**config.mk**
```make
export PLATFORM = sky130hd
export DESIGN_NAME = spdif_tx
export DESIGN_NICKNAME = d
export VERILOG_FILES = /design/src/rtl/spdif_tx_pkg.sv /design/src/rtl/spdif_half_timer.sv /design/src/rtl/spdif_sample_latch.sv /design/src/rtl/spdif_slot_mux.sv /design/src/rtl/spdif_bmc_line.sv /design/src/rtl/spdif_tx.sv
export SDC_FILE = /design/constraint.sdc
export NUM_CORES = 1
export LEC_CHECK = 0
export CAP_MARGIN = 20
export CORE_MARGIN = 2
export CORE_UTILIZATION = 57
export DETAILED_ROUTE_END_ITERATION = 10
export GPL_ROUTABILITY_DRIVEN = 0
export PLACE_DENSITY = 0.92
export REMOVE_ABC_BUFFERS = 1
export SLEW_MARGIN = 0
export SYNTH_ARGS = -nofsm -noshare
export SYNTH_HDL_FRONTEND = slang
export SYNTH_SLANG_ARGS = --single-unit
```
**constraint.sdc**
```tcl
create_clock -name clk -period 6.51 [get_ports clk]
set_clock_uncertainty 0.2 [all_clocks]
set_input_delay 1.953 -clock clk [delete_from_list [all_inputs] [get_ports clk]]
set_output_delay 1.953 -clock clk [all_outputs]
set_load 0.05 [all_outputs]
```
**src/rtl/spdif_tx_pkg.sv**
```systemverilog
`timescale 1ns/1ps
package spdif_tx_pkg;
  localparam int WORD_W       = 32;
  localparam int AUDIO_W      = 24;
  localparam int FRAME_HALVES = 128;
  localparam int BLOCK_FRAMES = 192;
  localparam int CS_USED      = 28;

  typedef enum logic [1:0] {SYNC_BLK, SYNC_LEFT, SYNC_RIGHT} sync_e;

  // Raw half-cell levels of a preamble, first element in bit 7.
  function automatic logic [7:0] sync_levels(sync_e kind);
    case (kind)
      SYNC_BLK:  return 8'b1110_1000;
      SYNC_LEFT: return 8'b1110_0010;
      default:   return 8'b1110_0100;
    endcase
  endfunction

  function automatic logic [3:0] rate_code(logic [2:0] sel);
    case (sel)
      3'd1:    return 4'd2;
      3'd2:    return 4'd8;
      3'd3:    return 4'd10;
      3'd4:    return 4'd12;
      3'd5:    return 4'd14;
      default: return 4'd0;
    endcase
  endfunction

  function automatic logic [CS_USED-1:0] status_word(logic is_right, logic [3:0] rate);
    return {4'h0, rate, (is_right ? 4'h2 : 4'h1), 16'h07A4};
  endfunction
endpackage

```
**src/rtl/spdif_half_timer.sv**
```systemverilog
`timescale 1ns/1ps
module spdif_half_timer #(
  parameter int FRAME_HALVES = spdif_tx_pkg::FRAME_HALVES,
  parameter int BLOCK_FRAMES = spdif_tx_pkg::BLOCK_FRAMES,
  localparam int PW = $clog2(FRAME_HALVES),
  localparam int FW = $clog2(BLOCK_FRAMES)
) (
  input  logic          clk,
  input  logic          srst_n,
  input  logic [1:0]    ratio_sel,
  output logic          tick,
  output logic [PW-1:0] pos,
  output logic [FW-1:0] frame
);
  logic [1:0]    div_q, div_d, lim;
  logic [PW-1:0] pos_q, pos_d;
  logic [FW-1:0] frame_q, frame_d;

  always_comb begin
    case (ratio_sel)
      2'd0:    lim = 2'd0;
      2'd1:    lim = 2'd1;
      default: lim = 2'd3;
    endcase
  end

  assign tick = srst_n && (div_q >= lim);

  always_comb begin
    div_d   = div_q;
    pos_d   = pos_q;
    frame_d = frame_q;
    if (tick) begin
      div_d = '0;
      if (pos_q == PW'(FRAME_HALVES - 1)) begin
        pos_d   = '0;
        frame_d = (frame_q == FW'(BLOCK_FRAMES - 1)) ? '0 : frame_q + 1'b1;
      end else begin
        pos_d = pos_q + 1'b1;
      end
    end else begin
      div_d = div_q + 2'd1;
    end
  end

  always_ff @(posedge clk or negedge srst_n) begin
    if (!srst_n) begin
      div_q   <= '0;
      pos_q   <= '0;
      frame_q <= '0;
    end else begin
      div_q   <= div_d;
      pos_q   <= pos_d;
      frame_q <= frame_d;
    end
  end

  assign pos   = pos_q;
  assign frame = frame_q;
endmodule

```
**src/rtl/spdif_sample_latch.sv**
```systemverilog
`timescale 1ns/1ps
module spdif_sample_latch #(
  parameter int WORD_W  = spdif_tx_pkg::WORD_W,
  parameter int AUDIO_W = spdif_tx_pkg::AUDIO_W
) (
  input  logic               clk,
  input  logic               srst_n,
  input  logic               load,
  input  logic               valid,
  input  logic [WORD_W-1:0]  left_in,
  input  logic [WORD_W-1:0]  right_in,
  output logic [AUDIO_W-1:0] left_q,
  output logic [AUDIO_W-1:0] right_q,
  output logic               starved
);
  logic [AUDIO_W-1:0] left_d, right_d, left_r, right_r;
  logic               starved_d, starved_r;

  always_comb begin
    left_d    = left_r;
    right_d   = right_r;
    starved_d = starved_r;
    if (load) begin
      left_d    = valid ? left_in[WORD_W-1 -: AUDIO_W]  : '0;
      right_d   = valid ? right_in[WORD_W-1 -: AUDIO_W] : '0;
      starved_d = !valid;
    end
  end

  always_ff @(posedge clk or negedge srst_n) begin
    if (!srst_n) begin
      left_r    <= '0;
      right_r   <= '0;
      starved_r <= 1'b0;
    end else begin
      left_r    <= left_d;
      right_r   <= right_d;
      starved_r <= starved_d;
    end
  end

  assign left_q  = left_r;
  assign right_q = right_r;
  assign starved = starved_r;
endmodule

```
**src/rtl/spdif_slot_mux.sv**
```systemverilog
`timescale 1ns/1ps
module spdif_slot_mux
  import spdif_tx_pkg::*;
#(
  parameter int AUDIO_W      = spdif_tx_pkg::AUDIO_W,
  parameter int FRAME_HALVES = spdif_tx_pkg::FRAME_HALVES,
  parameter int BLOCK_FRAMES = spdif_tx_pkg::BLOCK_FRAMES,
  localparam int PW = $clog2(FRAME_HALVES),
  localparam int FW = $clog2(BLOCK_FRAMES),
  localparam int SW = PW - 2
) (
  input  logic [PW-1:0]      pos,
  input  logic [FW-1:0]      frame,
  input  logic [AUDIO_W-1:0] left_q,
  input  logic [AUDIO_W-1:0] right_q,
  input  logic [2:0]         rate_sel,
  output logic               in_sync,
  output logic               sync_lvl,
  output logic               second_half,
  output logic               cell_bit
);
  logic [SW-1:0]      slot;
  logic               is_right, cs_bit, par_bit;
  logic [AUDIO_W-1:0] audio;
  logic [CS_USED-1:0] csw;
  logic [7:0]         pat;
  sync_e              kind;

  assign is_right    = pos[PW-1];
  assign slot        = pos[PW-2:1];
  assign second_half = pos[0];
  assign audio       = is_right ? right_q : left_q;
  assign in_sync     = (slot < SW'(4));

  always_comb begin
    csw    = status_word(is_right, rate_code(rate_sel));
    cs_bit = (frame < FW'(CS_USED)) ? csw[frame[4:0]] : 1'b0;
  end

  assign par_bit = ^{audio, cs_bit};

  always_comb begin
    if (is_right)            kind = SYNC_RIGHT;
    else if (frame == '0)    kind = SYNC_BLK;
    else                     kind = SYNC_LEFT;
    pat      = sync_levels(kind);
    sync_lvl = pat[3'd7 - {slot[1:0], second_half}];
  end

  always_comb begin
    if (slot <= SW'(AUDIO_W + 3)) cell_bit = audio[slot - SW'(4)];
    else if (slot == SW'(30))     cell_bit = cs_bit;
    else if (slot == SW'(31))     cell_bit = par_bit;
    else                          cell_bit = 1'b0;
  end
endmodule

```
**src/rtl/spdif_bmc_line.sv**
```systemverilog
`timescale 1ns/1ps
module spdif_bmc_line (
  input  logic clk,
  input  logic srst_n,
  input  logic tick,
  input  logic in_sync,
  input  logic sync_lvl,
  input  logic second_half,
  input  logic cell_bit,
  output logic line
);
  logic line_q, line_d;

  always_comb begin
    line_d = line_q;
    if (tick) begin
      if (in_sync)           line_d = sync_lvl;
      else if (!second_half) line_d = ~line_q;
      else if (cell_bit)     line_d = ~line_q;
    end
  end

  always_ff @(posedge clk or negedge srst_n) begin
    if (!srst_n) line_q <= 1'b0;
    else         line_q <= line_d;
  end

  assign line = line_q;
endmodule

```
**src/rtl/spdif_tx.sv**
```systemverilog
`timescale 1ns/1ps
module spdif_tx
  import spdif_tx_pkg::*;
(
  input  logic              clk,
  input  logic              rst_n,
  input  logic [1:0]        ratio_sel,
  input  logic [2:0]        rate_sel,
  input  logic              pair_valid,
  input  logic [WORD_W-1:0] left_in,
  input  logic [WORD_W-1:0] right_in,
  output logic              pair_ready,
  output logic              underrun,
  output logic              spdif_out
);
  localparam int PW = $clog2(FRAME_HALVES);
  localparam int FW = $clog2(BLOCK_FRAMES);

  logic [1:0]         rs_q;
  logic               srst_n, tick, in_sync, sync_lvl, second_half, cell_bit;
  logic [PW-1:0]      pos;
  logic [FW-1:0]      frame;
  logic [AUDIO_W-1:0] left_q, right_q;

  always_ff @(posedge clk or negedge rst_n) begin
    if (!rst_n) rs_q <= '0;
    else        rs_q <= {rs_q[0], 1'b1};
  end
  assign srst_n = rs_q[1];

  spdif_half_timer u_tim (
    .clk(clk), .srst_n(srst_n), .ratio_sel(ratio_sel),
    .tick(tick), .pos(pos), .frame(frame)
  );

  assign pair_ready = tick && (pos == '0);

  spdif_sample_latch u_lat (
    .clk(clk), .srst_n(srst_n), .load(pair_ready), .valid(pair_valid),
    .left_in(left_in), .right_in(right_in),
    .left_q(left_q), .right_q(right_q), .starved(underrun)
  );

  spdif_slot_mux u_mux (
    .pos(pos), .frame(frame), .left_q(left_q), .right_q(right_q),
    .rate_sel(rate_sel), .in_sync(in_sync), .sync_lvl(sync_lvl),
    .second_half(second_half), .cell_bit(cell_bit)
  );

  spdif_bmc_line u_bmc (
    .clk(clk), .srst_n(srst_n), .tick(tick), .in_sync(in_sync),
    .sync_lvl(sync_lvl), .second_half(second_half), .cell_bit(cell_bit),
    .line(spdif_out)
  );
endmodule

```
After elaboration in Yosys (flattened, before gate mapping). Index checks and enable logic that the tools add are counted.

Latch bits: 0. ROM bits: 0. Word-level logic and storage cells: 68. Output and inout port bits: 3. Bits in writable memories: 0. Bits of input ports: 72. Memories kept: 0. Register bits after elaboration: 69.

Add/sub/neg operators: 5. Equal/unequal tests: 12. Bitwise logic cells: 1. Div/mod/pow operators: 0. Reductions and logical operators: 10. $lt $le $gt $ge: 7. Mux-type cells: 25. Shift operators: 0. Multiply operators: 0.

Operator list (count): two-way mux 24 bit (3); XOR reduction 25 bit (1); one-hot mux 4 bit (5 select lines) (1); < comparator 5 x 6 -> 1 bit, second input constant (2); two-way mux 1 bit (11); binary-select mux 1 bit (select 5 bit) (2); equality test 5 bit, second input constant (2); adder 8 x 1 -> 8 bit, second input constant (1); equality test 8 bit, second input constant (1); logical NOT 8 bit (1); < comparator 8 x 5 -> 1 bit, second input constant (1); two-way mux 8 bit (1); one-hot mux 4 bit (2 select lines) (1); adder 7 x 1 -> 7 bit, second input constant (1); equality test 7 bit, second input constant (1); logical NOT 7 bit (1); two-way mux 7 bit (1); equality test 3 x 2 -> 1 bit, second input constant (2); equality test 3 bit, second input constant (2); two-way mux 2 bit (3); less-or-equal comparator 5 bit, second input constant (1); < comparator 5 x 3 -> 1 bit, second input constant (1); subtractor 5 x 3 -> 5 bit, second input constant (1); equality test 2 x 1 -> 1 bit, second input constant (2); 13 further kinds (16).

Depth between registers and ports, before layout. Gate-level depths: netlist of the first run.

Depth after elaboration: 12. Depth in mapped cells: 11.

Modules after synthesis. From an unflattened synthesis of the first run, not the netlist that was laid out.

Cells, all modules: 425. Area, all modules: 4485.6 µm².

By module, submodules not included: spdif_sample_latch (area an instance 2328.5 µm², instances 1, cells each 211); spdif_slot_mux (area an instance 1106.1 µm², instances 1, cells each 118); spdif_half_timer (area an instance 905.9 µm², instances 1, cells each 82); spdif_tx (area an instance 73.8 µm², instances 1, cells each 6); spdif_bmc_line (area an instance 71.3 µm², instances 1, cells each 8).

Worst setup path before layout of the first run. OpenSTA, ideal clock, no wires.

Path kind: input to output. Start: input port ratio_sel[1]. End: output port pair_ready. Arrival time: 3.720 ns. Path slack: 0.637 ns. Stages: 8. Path buffers: 1. Cells stage by stage: or2_2 -> ha_1 -> nand2b_1 -> a21oi_1 -> nor2b_1 -> nand4_1 -> inv_2 -> clkbuf_1.

Cells in the longest elaborated chain, start to end: 5. Elaborated cells on any way between the ends: 6. Classes of those cells: 1 x order compare; 1 x eq/ne; 1 x mux; 3 x reduce/logical.

Ends and longest elaborated chain: start: declaration (RTL line spdif_tx.sv:7) `input logic [1:0] ratio_sel,`; equality test 2 x 1 -> 1 bit / logical NOT 2 bit (equally long branches) (RTL line spdif_half_timer.sv:20) `case (ratio_sel)`; one-hot mux 2 bit (2 select lines) * (RTL line spdif_half_timer.sv:20); >= comparator 2 bit * (RTL line spdif_half_timer.sv:27) `assign tick = srst_n && (div_q >= lim);`; logical AND 1 bit * (RTL line spdif_half_timer.sv:27); logical AND 1 bit * (RTL line spdif_tx.sv:36) `assign pair_ready = tick && (pos == '0);`; end: declaration (RTL line spdif_tx.sv:12) `output logic pair_ready,`.

Every way passes the cells marked *; elsewhere a longest branch is shown, timed or not.

Worst setup path after layout of the first run. Same ends and word-level chain as after synthesis.

==> metrics.cfg, run 1 <==
[layout]
fillers=476
layout-drive-gt1-share=0.07992
diodes=0
finalNetCount=567
layout_common_cells=nand2_1 (113), dfrtp_1 (68), clkdlybuf4s50_1 (57), nand3_1 (55), xor2_1 (28)
syn2layout_area_growth_pct=21.65
layout_commonest_cell=nand2_1
instances_no_fill=584

[floorplanning]
die_x_um=88.18
die_area_um2=7775
row_count=30
die_h_um=88.18
core_area_um2=6832
io-pin-count=75
initial_core_util=0.5912

[setup_path]
cp-endpoint=pair_ready
cp_max_fo=2
crit_start=ratio_sel[1]
worstSetupStartpointType=input pin
cpPeakStageDelay_ns=0.41
crit_required_ns=4.36
r2r_end=u_bmc.line
regToRegSetupSlack_ns=3.62
crit_arrival_ns=3.84
critPathSlowestCell=clkdlybuf4s50_1
path_cells=clkdlybuf4s50_1 -> or2_2 -> ha_1 -> nand2b_1 -> a21oi_1 -> nor2b_1 -> nand4_1 -> inv_2 -> buf_12
worst_r2r_path_depth=9
critical_path_class=input pin to output pin
r2r_start=u_tim.pos[6]
crit_buf_inv=3
endpoint_kind=output pin
critical_path_depth=9
crit_family=simple AND/OR/NAND/NOR gates

[sta]
worstMarginPinSlew_ns=0.8427
hold_violations=0
rsz0062_at_grt=false
postLayoutSetupSlackWorst_ns=0.5143
period_share=0.9210
setup_viol=0
drv_slew=0
finalCriticalPeriod_ns=5.996
fmaxAchievable_mhz=166.8
max_slew_margin=0.4382

[route]
ant_nets=0
avgRoutedWirePerCell_um=14.84
firstDrtPassIters=4
wirelength_um=8665
vias=3264
post-route-drc-count=0
first_iter_violations=255
viasPerCell=5.589

[global_route]
track_usage=0.2464
grt_max_degree=69
overflow=0
grt_pass1_vias=3244
grt_pass1_wl_um=14640
antenna_found_initial=0

[clocking]
ctsHoldBuffers=0
cts_inserted_buffers=9
cts_tree=done
post_cts_resized=0
root_buffer=clkbuf_8
clkSlewWorstSetupHoldPaths_ns=0.08
clockBufferDepth=2
htreeDepth=3
postCtsSetupRepairBufs=0
clk_latency_ns=0.35
clkSinkCount=69

[yosys]
synth.distinct_cells=41
synth-edff-count=0
synth_ff_type=dfrtp_1
syn-instance-count=432
netlist_area_um2=4039
ys_seq_area_frac=0.4275
syn_avg_cell_area_um2=9.349
synth_seq_cells=69
ys_async_sr_fraction=1.000
yosysWarnings=0

[place]
port_buffers=58
dp.cells=568
hpwl_um=6099
post-place-ws_ns=0.5559

[min_path]
hold_path.class=flop to flop
holdPathStages=0

[job]
cap_viol_max_count=0

[pwr]
power_leakage_uw=0.002502
powerDensity_nw_per_um2=249.0
peakVddDrop_uv=137.0

[outcome]
status=completed

[Yosys cell counts (2+ instances only)]
cell type / n / area share
ha_1: 12 / 0.037
nor2b_1: 4 / 0.0062
nor2_1: 18 / 0.017
nand2b_1: 3 / 0.0046
nand3_1: 55 / 0.068
and3_1: 2 / 0.0031
a21oi_1: 4 / 0.0050
buf_1: 3 / 0.0028
nand2_1: 113 / 0.11
mux4_2: 9 / 0.050
nand4_1: 4 / 0.0062
a211o_1: 2 / 0.0043
xnor2_1: 19 / 0.041
nor3_1: 4 / 0.0050
clkbuf_1: 16 / 0.015
buf_2: 4 / 0.0050
clkinv_1: 2 / 0.0019
o41ai_1: 2 / 0.0043
inv_2: 2 / 0.0019
mux2i_1: 15 / 0.037
inv_1: 11 / 0.010
buf_6: 2 / 0.0056
mux4_1: 4 / 0.026
o21ai_0: 8 / 0.0099
xor2_1: 28 / 0.061
dfrtp_1: 69 / 0.43
a211oi_1: 3 / 0.0056
[routing by layer]
layer	global-route usage	vias up	part of all wire	wire length (um)
met5	0	-	0	0
met4	0.1212	0	0.025	214
met3	0.04430	18	0.038	327
met2	0.4108	82	0.51	4431
met1	0.3103	1604	0.43	3692
li1	-	1560	-	-
[worst min-delay path by stage]
stage	start	end	slack (ns)
after floorplan	rs_q[0]	rs_q[1]	0.13
after global placement	rs_q[0]	rs_q[1]	0.14
after detailed placement	rs_q[0]	rs_q[1]	0.13
after CTS	rs_q[0]	rs_q[1]	0.15
after global routing	rs_q[0]	rs_q[1]	0.16
final	rs_q[0]	rs_q[1]	0.15
[metrics by stage]
| stage | area (um2) | setup TNS, ns | power [uW] | hold WS (ns) | utilization |
|---|---|---|---|---|---|
| final | 4913 | 0 | 1224 | 0.1507 | 0.7192 |
| after global routing | 4913 | 0 | 1283 | 0.1648 | 0.7192 |
| after CTS | 4913 | 0 | 1228 | 0.1524 | 0.7192 |
| after floorplan | 3925 | -1.013 | 726.8 | 0.1312 | - |
| after global placement | 4690 | 0 | 819.2 | 0.1356 | 0.6864 |
| after detailed placement | 4690 | 0 | 836.3 | 0.1346 | 0.6864 |
[flip-flops by register name, indices dropped and copies added, names as in the netlist]
name,cells
u_lat.left_q,24
u_lat.right_q,24
u_tim.frame,8
u_tim.pos,7
rs_q,2
u_tim.div_q,2
u_bmc.line,1
u_lat.starved,1
[cell type report]
type | count | area, um2 | share of cell area
Inverter | 15 | 56.30 | 0.01146
Tap cell | 96 | 120.1 | 0.02445
Sequential cell | 69 | 1728 | 0.3517
Multi-Input combinational cell | 323 | 2142 | 0.4360
Timing Repair Buffer | 65 | 643.1 | 0.1309
Clock buffer | 10 | 137.6 | 0.02801
Clock inverter | 6 | 86.33 | 0.01757
[where the power goes]
| group | switching [uW] | internal (uW) | total, uW |
|---|---|---|---|
| clock network | 168 | 225 | 393 |
| registers | 73.2 | 460 | 533 |
| logic | 147 | 151 | 297 |
[cell families (layout without fill, tap and decap cells)]
family	after synthesis	after routing	share of synthesized area
other	1	1	0.0009285
AO/OA/AOI/OAI	26	26	0.04585
flip-flops	69	69	0.4275
XOR/XNOR	48	48	0.1075
adder cells (fa/ha/maj)	12	12	0.03717
AND/OR/NAND/NOR	208	208	0.2255
multiplexers	28	28	0.1134
buffers and inverters	40	96	0.04213
Power figures use the tool's default switching activity.
==> run 2, diff against run 1 <==
--- a/config.mk
+++ b/config.mk
@@ -5,7 +5,7 @@
 export SDC_FILE = /design/constraint.sdc
 export NUM_CORES = 1
 export LEC_CHECK = 0
-export CAP_MARGIN = 20
+export CAP_MARGIN = 0
 export CORE_MARGIN = 2
 export CORE_UTILIZATION = 57
 export DETAILED_ROUTE_END_ITERATION = 10
==> results of run 2 <==
The final DEF is identical to that of run 1; final timing and power are the same.
==> run 3, diff against run 2 <==
--- a/config.mk
+++ b/config.mk
@@ -10,8 +10,7 @@
 export CORE_UTILIZATION = 57
 export DETAILED_ROUTE_END_ITERATION = 10
 export GPL_ROUTABILITY_DRIVEN = 0
-export PLACE_DENSITY = 0.92
-export REMOVE_ABC_BUFFERS = 1
+export PLACE_DENSITY = 0.86
 export SLEW_MARGIN = 0
 export SYNTH_ARGS = -nofsm -noshare
 export SYNTH_HDL_FRONTEND = slang
==> run 3 against run 2 <==
  * Sequential power rose by 0.9%
  * Register-to-register slack worse by 0.34 ns
  * Critical path depth did not move
  * Power down 2.9%
  * Global-route usage is 1.6 points higher
  * Die area unchanged
  * Critical endpoint unchanged
  * Critical path type unchanged
  * Routed wire length is 3.4% higher
  * Highest routed layer unchanged
  * Design area down 0.64%
  * Final cell count down 0.17%
  * Maximum frequency rose by 0.53%
  * Sequential share of layout area is 0.23 points higher
==> metrics.cfg, run 3 (synthesis results as in run 1) <==
[setup_path]
crit_family=simple AND/OR/NAND/NOR gates
crit_buf_inv=3
worstSetupStartpointType=input pin
critPathSlowestCell=clkdlybuf4s50_1
path_cells=clkdlybuf4s50_1 -> or2_2 -> ha_1 -> nand2b_1 -> a21oi_1 -> nor2b_1 -> nand4_1 -> inv_2 -> buf_12
cp_max_fo=2
endpoint_kind=output pin
cpPeakStageDelay_ns=0.41
critical_path_class=input pin to output pin
crit_required_ns=4.36
crit_arrival_ns=3.81

[route]
viasPerCell=5.520
vias=3218
post-route-drc-count=0
ant_nets=0
avgRoutedWirePerCell_um=15.37
first_iter_violations=189
wirelength_um=8959
firstDrtPassIters=5

[floorplanning]
die_h_um=88.18
row_count=30
core_area_um2=6832
die_x_um=88.18
die_area_um2=7775
io-pin-count=75
initial_core_util=0.5912

[layout]
final_util=0.7147
layout-drive-gt1-share=0.07803
multi_input_area_um2=2142
seqCellArea_um2=1728
finalNetCount=566
fillers=533
layout_commonest_cell=nand2_1
fin_area_um2=4882
diodes=0
syn2layout_area_growth_pct=20.88
layout_common_cells=nand2_1 (113), dfrtp_1 (68), clkdlybuf4s50_1 (57), nand3_1 (55), xor2_1 (28)

[global_route]
grt_pass1_wl_um=15510
antenna_found_initial=0
track_usage=0.2619
grt_pass1_vias=3375
overflow=0
grt_max_degree=69

[sta]
fmaxAchievable_mhz=167.7
final.setup.tns_ns=0
setup_viol=0
period_share=0.9162
worstMarginPinSlew_ns=0.9174
finalCriticalPeriod_ns=5.964
drv_slew=0
max_slew_margin=0.3884
rsz0062_at_grt=false
hold_violations=0

[clocking]
clkSinkCount=69
postCtsSetupRepairBufs=0
cts_inserted_buffers=9
clkSlewWorstSetupHoldPaths_ns=0.08
post_cts_resized=0
root_buffer=clkbuf_8
clockBufferDepth=2
cts_tree=done
clk_latency_ns=0.35
ctsHoldBuffers=0
htreeDepth=3

[yosys]
syn_nets=516

[place]
detailed_place.area_um2=4682
port_buffers=58
hpwl_um=6299

[job]
cap_viol_max_count=0

[pwr]
peakVddDrop_uv=138.9
power_leakage_uw=0.002481
powerDensity_nw_per_um2=243.4

[min_path]
hold_path.class=flop to flop

[outcome]
status=completed

## run 3: worst paths after layout
check                                   from           endpoint  slack, ns  depth (start not counted)
worst min-delay path                 rs_q[0]            rs_q[1]       0.15                          0
worst max-delay path            ratio_sel[1]         pair_ready       0.55                          9
min in group asynchronous            rs_q[1]  u_lat.right_q[23]       0.36                          1
max in group asynchronous              rst_n            rs_q[1]       4.44                          1
worst min register to register       rs_q[0]            rs_q[1]       0.15                          0
worst max register to register  u_tim.pos[6]         u_bmc.line       3.28                          8
## run 3: metrics by stage
| stage | power [uW] | std cells | hold slack [ns] | setup slack (ns) |
|---|---|---|---|---|
| after floorplan | 744.1 | 432 | 0.1312 | 0.6372 |
| after global placement | 821.4 | 567 | 0.1357 | 0.5596 |
| after detailed placement | 840.3 | 567 | 0.1357 | 0.5441 |
| after CTS | 1189 | 583 | 0.1543 | 0.5364 |
| after global routing | 1246 | 583 | 0.1579 | 0.4297 |
| final | 1188 | 583 | 0.1511 | 0.5456 |
## run 3: final cells by class
| cell class | instances | area share |
|---|---|---|
| Timing Repair Buffer | 64 | 0.1302 |
| Multi-Input combinational cell | 323 | 0.4387 |
| Tap cell | 96 | 0.02460 |
| Sequential cell | 69 | 0.3539 |
| Clock buffer | 9 | 0.02537 |
| Clock inverter | 7 | 0.01563 |
| Inverter | 15 | 0.01153 |
## run 3: report_power, final
| group | total (uW) | switching (uW) | internal [uW] | leakage [uW] |
|---|---|---|---|---|
| clock network | 355 | 177 | 178 | 0.0000954 |
| registers | 538 | 77.9 | 460 | 0.000915 |
| logic | 296 | 145 | 151 | 0.00147 |
## run 3: routing by layer
metal | global-route usage | up-vias | routed length (um)
met5 | 0 | - | 0
li1 | - | 1559 | -
met4 | 0.1171 | 0 | 191
met1 | 0.3319 | 1546 | 3853
met2 | 0.4463 | 95 | 4559
met3 | 0.03864 | 18 | 354
